`src/rtl/rtc_cal_pkg.sv`:
```
`timescale 1ns/1ps
package rtc_cal_pkg;

    typedef struct packed {
        logic [6:0] yr;
        logic [3:0] mon;
        logic [4:0] mday;
        logic [2:0] wday;
        logic [4:0] hr;
        logic [5:0] min;
        logic [5:0] sec;
    } cal_t;

    typedef enum logic {
        UPD_IDLE,
        UPD_WAIT
    } upd_state_e;

    // binary value to visible byte
    function automatic logic [7:0] enc_field(input logic [6:0] v, input logic bin);
        logic [6:0] tens;
        logic [6:0] ones;
        tens = v / 7'd10;
        ones = v % 7'd10;
        return bin ? {1'b0, v} : {tens[3:0], ones[3:0]};
    endfunction

    // visible byte to binary value
    function automatic logic [6:0] dec_field(input logic [7:0] b, input logic bin);
        logic [7:0] t;
        t = 8'(b[7:4]) * 8'd10 + 8'(b[3:0]);
        return bin ? b[6:0] : t[6:0];
    endfunction

    function automatic logic is_leap(input int unsigned y);
        return ((y % 4) == 0) && (((y % 100) != 0) || ((y % 400) == 0));
    endfunction

    function automatic logic [4:0] month_len(input logic [3:0] m, input logic leap);
        case (m)
            4'd2:                      return leap ? 5'd29 : 5'd28;
            4'd4, 4'd6, 4'd9, 4'd11:   return 5'd30;
            default:                   return 5'd31;
        endcase
    endfunction

endpackage

```
`src/rtl/rtc_time_counter.sv`:
```
`timescale 1ns/1ps
module rtc_time_counter
    import rtc_cal_pkg::*;
#(
    parameter int BASE_YEAR = 2000
) (
    input  logic clk,
    input  logic rst_n,
    input  logic step,
    input  logic load,
    input  cal_t load_val,
    output cal_t now
);

    localparam cal_t RESET_TIME = '{yr: 7'd0, mon: 4'd1, mday: 5'd1, wday: 3'd1,
                                    hr: 5'd0, min: 6'd0, sec: 6'd0};

    cal_t       nxt;
    logic       leap;
    logic [4:0] dim;

    always_comb begin
        leap = is_leap(32'(BASE_YEAR) + 32'(now.yr));
        dim  = month_len(now.mon, leap);
        nxt  = now;
        if (now.sec >= 6'd59) begin
            nxt.sec = 6'd0;
            if (now.min >= 6'd59) begin
                nxt.min = 6'd0;
                if (now.hr >= 5'd23) begin
                    nxt.hr   = 5'd0;
                    nxt.wday = (now.wday >= 3'd7) ? 3'd1 : now.wday + 3'd1;
                    if (now.mday >= dim) begin
                        nxt.mday = 5'd1;
                        if (now.mon >= 4'd12) begin
                            nxt.mon = 4'd1;
                            nxt.yr  = (now.yr >= 7'd99) ? 7'd0 : now.yr + 7'd1;
                        end else begin
                            nxt.mon = now.mon + 4'd1;
                        end
                    end else begin
                        nxt.mday = now.mday + 5'd1;
                    end
                end else begin
                    nxt.hr = now.hr + 5'd1;
                end
            end else begin
                nxt.min = now.min + 6'd1;
            end
        end else begin
            nxt.sec = now.sec + 6'd1;
        end
    end

    always_ff @(posedge clk) begin
        if (!rst_n)     now <= RESET_TIME;
        else if (load)  now <= load_val;
        else if (step)  now <= nxt;
    end

    a_r2_hold_without_step: assert property (@(posedge clk) disable iff (!rst_n)
        (!step && !load) |=> $stable(now));
    a_r10_load_takes_value: assert property (@(posedge clk) disable iff (!rst_n)
        load |=> (now == $past(load_val)));
    a_r3_step_moves_time: assert property (@(posedge clk) disable iff (!rst_n)
        (step && !load) |=> (now != $past(now)));

endmodule

```
`src/rtl/rtc_update_seq.sv`:
```
`timescale 1ns/1ps
module rtc_update_seq
    import rtc_cal_pkg::*;
#(
    parameter int DLY_TICKS = 8
) (
    input  logic clk,
    input  logic rst_n,
    input  logic start,
    input  logic dly_tick,
    input  logic set_mode,
    output logic uip,
    output logic done
);

    localparam int CW = (DLY_TICKS > 1) ? $clog2(DLY_TICKS) : 1;
    localparam logic [CW-1:0] LAST = CW'(DLY_TICKS - 1);

    upd_state_e      state, state_n;
    logic [CW-1:0]   cnt;

    assign done = (state == UPD_WAIT) && dly_tick && (cnt == LAST);

    always_comb begin
        state_n = state;
        unique case (state)
            UPD_IDLE: if (start) state_n = UPD_WAIT;
            UPD_WAIT: if (done)  state_n = UPD_IDLE;
        endcase
    end

    always_ff @(posedge clk) begin
        if (!rst_n) state <= UPD_IDLE;
        else        state <= state_n;
    end

    always_ff @(posedge clk) begin
        if (!rst_n) begin
            cnt <= '0;
            uip <= 1'b0;
        end else begin
            unique case (state)
                UPD_IDLE: if (start) begin
                    cnt <= '0;
                    uip <= !set_mode;
                end
                UPD_WAIT: if (done) begin
                    uip <= 1'b0;
                end else if (dly_tick) begin
                    cnt <= cnt + 1'b1;
                end
            endcase
        end
    end

    a_r4_uip_drops_at_end: assert property (@(posedge clk) disable iff (!rst_n)
        done |=> !uip);
    a_r3_uip_from_tick: assert property (@(posedge clk) disable iff (!rst_n)
        $rose(uip) |-> $past(start));

endmodule

```
`src/rtl/rtc_alarm_match.sv`:
```
`timescale 1ns/1ps
module rtc_alarm_match
    import rtc_cal_pkg::*;
(
    input  logic [7:0] alarm_sec,
    input  logic [7:0] alarm_min,
    input  logic [7:0] alarm_hr,
    input  logic       bin_mode,
    input  cal_t       now,
    output logic       hit
);

    logic m_sec, m_min, m_hr;

    always_comb begin
        m_sec = (alarm_sec[7:6] == 2'b11) || (dec_field(alarm_sec, bin_mode) == 7'(now.sec));
        m_min = (alarm_min[7:6] == 2'b11) || (dec_field(alarm_min, bin_mode) == 7'(now.min));
        m_hr  = (alarm_hr[7:6]  == 2'b11) || (dec_field(alarm_hr,  bin_mode) == 7'(now.hr));
        hit   = m_sec && m_min && m_hr;
    end

endmodule

```
`src/rtl/rtc_calendar_core.sv`:
```
`timescale 1ns/1ps
module rtc_calendar_core
    import rtc_cal_pkg::*;
#(
    parameter int       BASE_YEAR = 2000,
    parameter int       DLY_TICKS = 8,
    parameter bit [2:0] OSC_RUN   = 3'b010
) (
    input  logic       clk,
    input  logic       rst_n,
    input  logic       sec_tick,
    input  logic       dly_tick,
    input  logic [2:0] osc_sel,
    input  logic       set_mode,
    input  logic       bin_mode,
    input  logic       hr24,
    input  logic       uie,
    input  logic       aie,
    input  logic       flag_clr,
    input  logic [7:0] alarm_sec,
    input  logic [7:0] alarm_min,
    input  logic [7:0] alarm_hr,
    input  logic       load,
    input  logic [7:0] ld_sec,
    input  logic [7:0] ld_min,
    input  logic [7:0] ld_hr,
    input  logic [7:0] ld_wday,
    input  logic [7:0] ld_mday,
    input  logic [7:0] ld_mon,
    input  logic [7:0] ld_year,
    output logic [7:0] q_sec,
    output logic [7:0] q_min,
    output logic [7:0] q_hr,
    output logic [7:0] q_wday,
    output logic [7:0] q_mday,
    output logic [7:0] q_mon,
    output logic [7:0] q_year,
    output logic       uip,
    output logic       uf,
    output logic       af,
    output logic       irqf,
    output logic       irq
);

    cal_t       now, load_val;
    logic       step, upd_done, alarm_hit;
    logic [6:0] ld_h_raw, ld_h;
    logic [4:0] h_mod, h12;
    logic [7:0] enc_hr, enc12;

    assign step = sec_tick && (osc_sel == OSC_RUN) && !load;
    assign irq  = irqf;

    // decode load bytes under the current modes
    always_comb begin
        ld_h_raw = dec_field({1'b0, ld_hr[6:0]}, bin_mode);
        if (hr24) ld_h = ld_h_raw;
        else      ld_h = (ld_h_raw % 7'd12) + (ld_hr[7] ? 7'd12 : 7'd0);
        load_val.sec  = 6'(dec_field(ld_sec,  bin_mode));
        load_val.min  = 6'(dec_field(ld_min,  bin_mode));
        load_val.hr   = ld_h[4:0];
        load_val.wday = 3'(dec_field(ld_wday, bin_mode));
        load_val.mday = 5'(dec_field(ld_mday, bin_mode));
        load_val.mon  = 4'(dec_field(ld_mon,  bin_mode));
        load_val.yr   = dec_field(ld_year, bin_mode);
    end

    // encode the hour for the visible bank
    always_comb begin
        h_mod  = now.hr % 5'd12;
        h12    = (h_mod == 5'd0) ? 5'd12 : h_mod;
        enc12  = enc_field(7'(h12), bin_mode);
        enc_hr = hr24 ? enc_field(7'(now.hr), bin_mode)
                      : {(now.hr >= 5'd12), enc12[6:0]};
    end

    rtc_time_counter #(.BASE_YEAR(BASE_YEAR)) u_count (
        .clk      (clk),
        .rst_n    (rst_n),
        .step     (step),
        .load     (load),
        .load_val (load_val),
        .now      (now)
    );

    rtc_update_seq #(.DLY_TICKS(DLY_TICKS)) u_seq (
        .clk      (clk),
        .rst_n    (rst_n),
        .start    (step),
        .dly_tick (dly_tick),
        .set_mode (set_mode),
        .uip      (uip),
        .done     (upd_done)
    );

    rtc_alarm_match u_alarm (
        .alarm_sec (alarm_sec),
        .alarm_min (alarm_min),
        .alarm_hr  (alarm_hr),
        .bin_mode  (bin_mode),
        .now       (now),
        .hit       (alarm_hit)
    );

    // visible bank
    always_ff @(posedge clk) begin
        if (!rst_n) begin
            q_sec  <= 8'h00; q_min  <= 8'h00; q_hr  <= 8'h00;
            q_wday <= 8'h01; q_mday <= 8'h01; q_mon <= 8'h01; q_year <= 8'h00;
        end else if (load) begin
            q_sec  <= ld_sec;  q_min  <= ld_min;  q_hr  <= ld_hr;
            q_wday <= ld_wday; q_mday <= ld_mday; q_mon <= ld_mon; q_year <= ld_year;
        end else if (upd_done && !set_mode) begin
            q_sec  <= enc_field(7'(now.sec),  bin_mode);
            q_min  <= enc_field(7'(now.min),  bin_mode);
            q_hr   <= enc_hr;
            q_wday <= enc_field(7'(now.wday), bin_mode);
            q_mday <= enc_field(7'(now.mday), bin_mode);
            q_mon  <= enc_field(7'(now.mon),  bin_mode);
            q_year <= enc_field(now.yr,       bin_mode);
        end
    end

    // flags
    always_ff @(posedge clk) begin
        if (!rst_n) begin
            uf <= 1'b0; af <= 1'b0; irqf <= 1'b0;
        end else begin
            uf   <= (uf   && !flag_clr) || upd_done;
            af   <= (af   && !flag_clr) || (upd_done && alarm_hit);
            irqf <= (irqf && !flag_clr) || (upd_done && (uie || (aie && alarm_hit)));
        end
    end

    a_r5_alarm_at_update: assert property (@(posedge clk) disable iff (!rst_n)
        $rose(af) |-> $past(upd_done));
    a_r4_uf_with_uip_low: assert property (@(posedge clk) disable iff (!rst_n)
        $rose(uf) |-> !uip);
    a_r11_clear_flags: assert property (@(posedge clk) disable iff (!rst_n)
        (flag_clr && !upd_done) |=> (!uf && !af && !irqf));
    a_r10_load_visible: assert property (@(posedge clk) disable iff (!rst_n)
        load |=> (q_sec == $past(ld_sec) && q_hr == $past(ld_hr)));

endmodule

```
`config.mk`:
```
export PLATFORM = sky130hd
export DESIGN_NAME = rtc_calendar_core
export DESIGN_NICKNAME = d
export VERILOG_FILES = /design/src/rtl/rtc_cal_pkg.sv /design/src/rtl/rtc_time_counter.sv /design/src/rtl/rtc_update_seq.sv /design/src/rtl/rtc_alarm_match.sv /design/src/rtl/rtc_calendar_core.sv
export SDC_FILE = /design/constraint.sdc
export NUM_CORES = 1
export LEC_CHECK = 0
export BUFFER_PORTS_ARGS = -buffer_cell sky130_fd_sc_hd__buf_2
export CAP_MARGIN = 5
export CORE_MARGIN = 2
export CORE_UTILIZATION = 35
export DETAILED_ROUTE_END_ITERATION = 6
export PLACE_DENSITY = 0.63
export SKIP_LAST_GASP = 1
export SYNTH_ARGS = -nofsm -noshare
export SYNTH_HDL_FRONTEND = slang
export SYNTH_SLANG_ARGS = --single-unit
```
`constraint.sdc`:
```
create_clock -name clk -period 20 [get_ports clk]
set_input_delay 3 -clock clk [delete_from_list [all_inputs] [get_ports clk]]
set_output_delay 3 -clock clk [all_outputs]
set_load 0.1 [all_outputs]
```
== After elaboration in Yosys (flattened, before gate mapping) ==
Cells that the tools add are included.

* Flip-flop bits (word level): 100
* Output and inout bits: 61

* Add/sub/neg operators: 20
* $mul: 10
* Div/mod/pow operators: 20
* $lt $le $gt $ge: 8
* Eq/ne operators: 17
* Muxes and demuxes: 62
* Bitwise logic cells: 1
* Reduce and logical (&&, ||, !) cells: 44

{| class="wikitable"
|+ Operators by type and width
! cell !! count
|-
| $mux 8 || 22
|-
| $mux 36 || 2
|-
| $logic_not 32->1 || 2
|-
| $mux 7 || 8
|-
| $add 7x4->7 || 5
|-
| $mod 32x7->32 const B || 1
|-
| $mod 32x9->32 const B || 1
|-
| $reduce_bool 32->1 || 1
|-
| $mux 30 || 1
|-
| $mux 5 || 5
|-
| $mul 4x3->6 const B || 4
|-
| $mux 24 || 1
|-
| $mux 6 || 4
|-
| $div 5x4->7 const B || 3
|-
| $mod 5x4->7 const B || 3
|-
| $mux 19 || 1
|-
| $mux 3 || 5
|-
| $div 6x4->7 const B || 2
|-
| $eq 7x6->1 || 2
|-
| $logic_and 1x1->1 || 14
|-
| $mod 6x4->7 const B || 2
|-
| $mod 7x4->7 const B || 2
|-
| $reduce_bool 2->1 || 7
|-
| $add 11x7->12 const A || 1
|-
| 51 further kinds || 83
|}

== Depth between registers and ports, before layout ==
* Depth in word-level cells: 14
* Gate-level depth with buffers: 32
* Mapped depth without buffers: 28

== By module ==
From an unflattened synthesis, not the netlist that was laid out.

* Cells, all modules: 1497
* Area, all modules: 11230.8 um2

{| class="wikitable"
|+ Modules (own cells, without submodules)
! module !! times used !! cells each !! area an instance (um2) !! sequential area each (um2)
|-
| rtc_calendar_core || 1 || 842 || 6104.6 || 1181.1
|-
| rtc_time_counter || 1 || 487 || 3701.0 || 720.7
|-
| rtc_alarm_match || 1 || 144 || 1189.9 || 0.0
|-
| rtc_update_seq || 1 || 24 || 235.2 || 100.1
|}

== Least setup slack after synthesis ==
OpenSTA, ideal clock, no wires.

* Kind: input to register
* Start: input ld_hr[4]
* End: register u_count.now[16] (netlist name)
* Setup time: 0.115 ns
* Arrival time: 7.185 ns
* Required time: 19.885 ns
* Setup slack: 12.700 ns
* Stages on the path: 18
* Path buffers: 0
* Path through: ha_1 > ha_1 > a21o_1 > nand2_1 > xnor2_1 > mux2i_1 > or2_2 > mux2_2 > o21ai_0 > ha_1 > inv_1 > o311ai_0 > mux2_2 > fa_1 > or3_1 > a41oi_1 > o22ai_1 > and2_1

* Longest elaborated chain between the ends: 7

{| class="wikitable"
|+ Ends and longest elaborated chain
! element !! line !! source
|-
| from (decl) || rtc_calendar_core.sv:26 || <nowiki>input logic [7:0] ld_hr,</nowiki>
|-
| $mul 3x3->6 || rtc_cal_pkg.sv:31 || <nowiki>t = 8'(b[7:4]) * 8'd10 + 8'(b[3:0]);</nowiki>
|-
| $add 7x4->7 || rtc_cal_pkg.sv:31 ||
|-
| $mux 7 (*) || rtc_cal_pkg.sv:32 || <nowiki>return bin ? b[6:0] : t[6:0];</nowiki>
|-
| $mod 7x4->7 || rtc_calendar_core.sv:58 || <nowiki>else ld_h = (ld_h_raw % 7'd12) + (ld_hr[7] ? 7'd12 : 7'd0);</nowiki>
|-
| $add 5x4->5 || rtc_calendar_core.sv:58 ||
|-
| $mux 5 (*) || rtc_calendar_core.sv:57 || <nowiki>if (hr24) ld_h = ld_h_raw;</nowiki>
|-
| $mux 36 (*) || rtc_time_counter.sv:57 || <nowiki>else if (load) now <= load_val;</nowiki>
|}

Mark *: on every way between the ends. The rest lies on a longest branch, timed or not.
A chain may end at the register's enable or synchronous reset.

== Worst setup path after layout ==
* Start: input bin_mode
* End: register u_count.now[16] (netlist name)

* Longest elaborated chain between the ends: 5

{| class="wikitable"
|+ Ends and longest elaborated chain
! element !! line !! source
|-
| from (decl) || rtc_calendar_core.sv:15 || <nowiki>input logic bin_mode,</nowiki>
|-
| $mux 7 (*) || rtc_cal_pkg.sv:32 ||
|-
| $mod 7x4->7 || rtc_calendar_core.sv:58 ||
|-
| $add 5x4->5 || rtc_calendar_core.sv:58 ||
|-
| $mux 5 (*) || rtc_calendar_core.sv:57 ||
|-
| $mux 36 (*) || rtc_time_counter.sv:57 ||
|}

Marked as above.

==> flow_metrics.py <==
metrics = {
    "global_route": {
        "grt_usage": 0.201,
        "grt_first_pass_wirelength_um": 52300,
        "antenna_found_initial": 3,
        "grt_pass1_vias": 10294,
        "grt.overflow.total": 0,
        "grt_max_degree": 64,
    },
    "clock_tree": {
        "cts_sinks": 100,
        "cts_setup_buffers": 0,
        "h-tree-depth": 3,
        "clk_path_buf_depth": 2,
        "holdBufCountCts": 0,
        "clk_pin_slew_ps": 80,
        "cts_made_buffers": 9,
        "worstSkewPairLatency_ps": 360,
        "cts_tree": "yes",
        "cts_resized": 0,
        "root_buffer": "clkbuf_16",
    },
    "worst_setup_path": {
        "slowest_stage": "clkinv_1",
        "cp_max_fo": 63,
        "crit_type": "primary input to register",
        "crit_chain": "buf_4 > clkinv_1 > o21ai_0 > mux2_2 > o21ai_0 > ha_1 > inv_1 > o311ai_0 > mux2_2 > fa_1 > or3_1 > a41oi_1 > o22ai_1 > and2_1",
        "critPathRequiredTime_ps": 20260,
        "slowest_delay_ps": 1050,
        "critPathLaunchType": "primary input",
        "cp-end-kind": "register",
        "crit_arrival_ps": 8630,
    },
    "sta": {
        "setup_viol": 0,
        "hold_ws_ps": 460,
        "post-route-period-util": 0.418,
        "setup_tns_ps": 0,
        "timing_hold_violations_final": 0,
        "fin_skew_ps": 18.7,
        "slew_violations": 0,
        "slew_headroom": 0.281,
        "tightest_slew_ps": 1070,
        "fmax_mhz": 119,
        "fin_ws_ps": 11630,
        "post-route-min-period_ps": 8370,
        "rsz0062_at_grt": "false",
    },
    "final_layout": {
        "area_growth_pct": 11.8,
        "fin_util": 0.399,
        "fillers": 3115,
        "drive_gt1_frac": 0.151,
        "nets": 1728,
    },
    "drt": {
        "via_per_inst": 5.61,
        "drtIter0Drc": 784,
        "vias": 10773,
        "wirelength_um": 32100,
        "firstDrtPassIters": 6,
        "drc": 0,
        "ant_nets": 0,
        "drt-wirelength-per-cell_um": 16.7,
    },
    "die": {
        "die_area_mm2": 0.0317,
        "rows": 63,
        "fp.coreArea_mm2": 0.0297,
        "num_io_pins": 155,
        "start_util": 0.356,
        "die_x_um": 178,
        "fp.dieH_um": 178,
    },
    "logic_synthesis": {
        "ys.flop_type": "dfxtp_1",
        "post-synth-top-count-cell": "nor2_1",
        "synth_edf_count": 0,
        "yosysWarnings": 0,
        "yosysSeqAreaShare": 0.189,
        "synth_top_area_cell": "dfxtp_1",
        "synth_cell_types": 92,
        "synth.area.top_cells": "dfxtp_1 19%, ha_1 11%, a21oi_1 7.0%",
        "synth.avg_cell_area_um2": 7.33,
        "syn_nets": 1650,
        "netlist_instances": 1446,
        "ys_seq_elements": 100,
        "yosys-top-cells-count": "169 x nor2_1, 148 x a21oi_1, 148 x nand2_1",
        "synth_top_area_share": 0.189,
        "async_flop_share": 0,
        "synth_area_mm2": 0.0106,
    },
    "placement": {
        "place_ws_ps": 11260,
        "portBuffers": 154,
        "dpl.hpwl_um": 23900,
        "gp_congestion": 0.886,
    },
    "pwr": {
        "vdd_ir_drop_max_v": 0.0000425,
        "power_density_mw_per_mm2": 53.9,
        "p_leak_uw": 0.00496,
    },
    "run": {
        "drv_cap": 0,
    },
    "status": {
        "status": "complete, no violations",
    },
    "min_path": {
        "hp-class": "register to register",
    },
}
per-stage QoR:
step | instances | instance area (um^2) | total power (uW)
3_3_place_gp | 1903 | 11500 | 451
4_1_cts | 1919 | 11800 | 643
3_5_place_dp | 1903 | 11500 | 455
2_1_floorplan | 1446 | 10600 | 401
6_report | 1921 | 11800 | 638
5_1_grt | 1920 | 11800 | 678
critical path: cells and delay by family:
family                   cells  cell delay, ps
adder cells (fa/ha/maj)      2             630
AND/OR/NAND/NOR              2             540
multiplexers                 2             830
AO/OA/AOI/OAI                5            2010
buffers and inverters        3            1600
sequential cells by signal, indices dropped and copies added, names as in the netlist, 3 cells and up:
name,count
q_sec,8
q_year,8
q_wday,8
u_seq.cnt,3
q_mon,8
u_count.now,36
q_mday,8
q_min,8
q_hr,8
layout make-up:
type	count	area (um^2)	area share
Antenna cell	2	5.00	0.000422
Clock buffer	10	239	0.0202
Clock inverter	6	70.1	0.00591
Inverter	74	285	0.0241
Multi-Input combinational cell	1176	7920	0.668
Sequential cell	100	2000	0.169
Tap cell	390	488	0.0412
Timing Repair Buffer	163	843	0.0712
logic make-up after synthesis:
| kind of cell | synth area share |
|---|---|
| simple gates | 0.215 |
| compound gates | 0.287 |
| buf+inv | 0.0640 |
| fa+ha+maj | 0.142 |
| flops | 0.189 |
| xor+xnor | 0.0738 |
| mux | 0.0289 |
| other cells | 0.000354 |
cells in the final DEF (no fill, tap or decap), drive strengths merged, types with 5 or more instances in the layout:
| cell | netlist | routed |
|---|---|---|
| a2111oi | 5 | 5 |
| a211oi | 48 | 48 |
| a21boi | 8 | 8 |
| a21o | 12 | 12 |
| a21oi | 149 | 149 |
| a221oi | 18 | 18 |
| a22oi | 6 | 6 |
| a311oi | 11 | 11 |
| a31oi | 14 | 14 |
| a32oi | 6 | 6 |
| and2 | 9 | 9 |
| and3 | 21 | 21 |
| buf | 16 | 163 |
| clkbuf | 80 | 10 |
| dfxtp | 100 | 100 |
| fa | 14 | 14 |
| ha | 96 | 96 |
| inv | 72 | 74 |
| mux2 | 13 | 13 |
| mux2i | 16 | 16 |
| nand2 | 148 | 148 |
| nand2b | 11 | 11 |
| nand3 | 37 | 37 |
| nand3b | 9 | 9 |
| nand4 | 6 | 6 |
| nor2 | 170 | 170 |
| nor2b | 25 | 25 |
| nor3 | 26 | 26 |
| nor3b | 5 | 5 |
| nor4 | 6 | 6 |
| o211a | 5 | 5 |
| o211ai | 12 | 12 |
| o21ai | 109 | 109 |
| o22ai | 9 | 9 |
| o31ai | 5 | 5 |
| or2 | 6 | 6 |
| or3 | 5 | 5 |
| xnor2 | 55 | 55 |
| xor2 | 27 | 27 |
routing by layer:
layer | share of wire | wire [um] | vias up | GRT usage
met5 | 0.00040 | 13 | - | 0
met2 | 0.49 | 15700 | 283 | 0.354
met1 | 0.44 | 14200 | 5097 | 0.254
met4 | 0.023 | 745 | 2 | 0.0560
met3 | 0.046 | 1480 | 40 | 0.0311
li1 | - | - | 5351 | -
final timing paths:
check,endpoint,from,cells past startpoint,slack (ps)
min reg2reg,uf,uf,2,460
max reg2reg,u_count.now[33],u_count.now[34],25,12070
max,u_count.now[16],bin_mode,14,11630
min,uf,uf,2,460
power by group:
group / internal, uW / switching [uW] / leakage (uW)
sequential: 208 / 11.8 / 0.000820
combinational: 79.8 / 151 / 0.00400
clock: 102 / 85.4 / 0.000147
(Power assumes the default switching activity.)
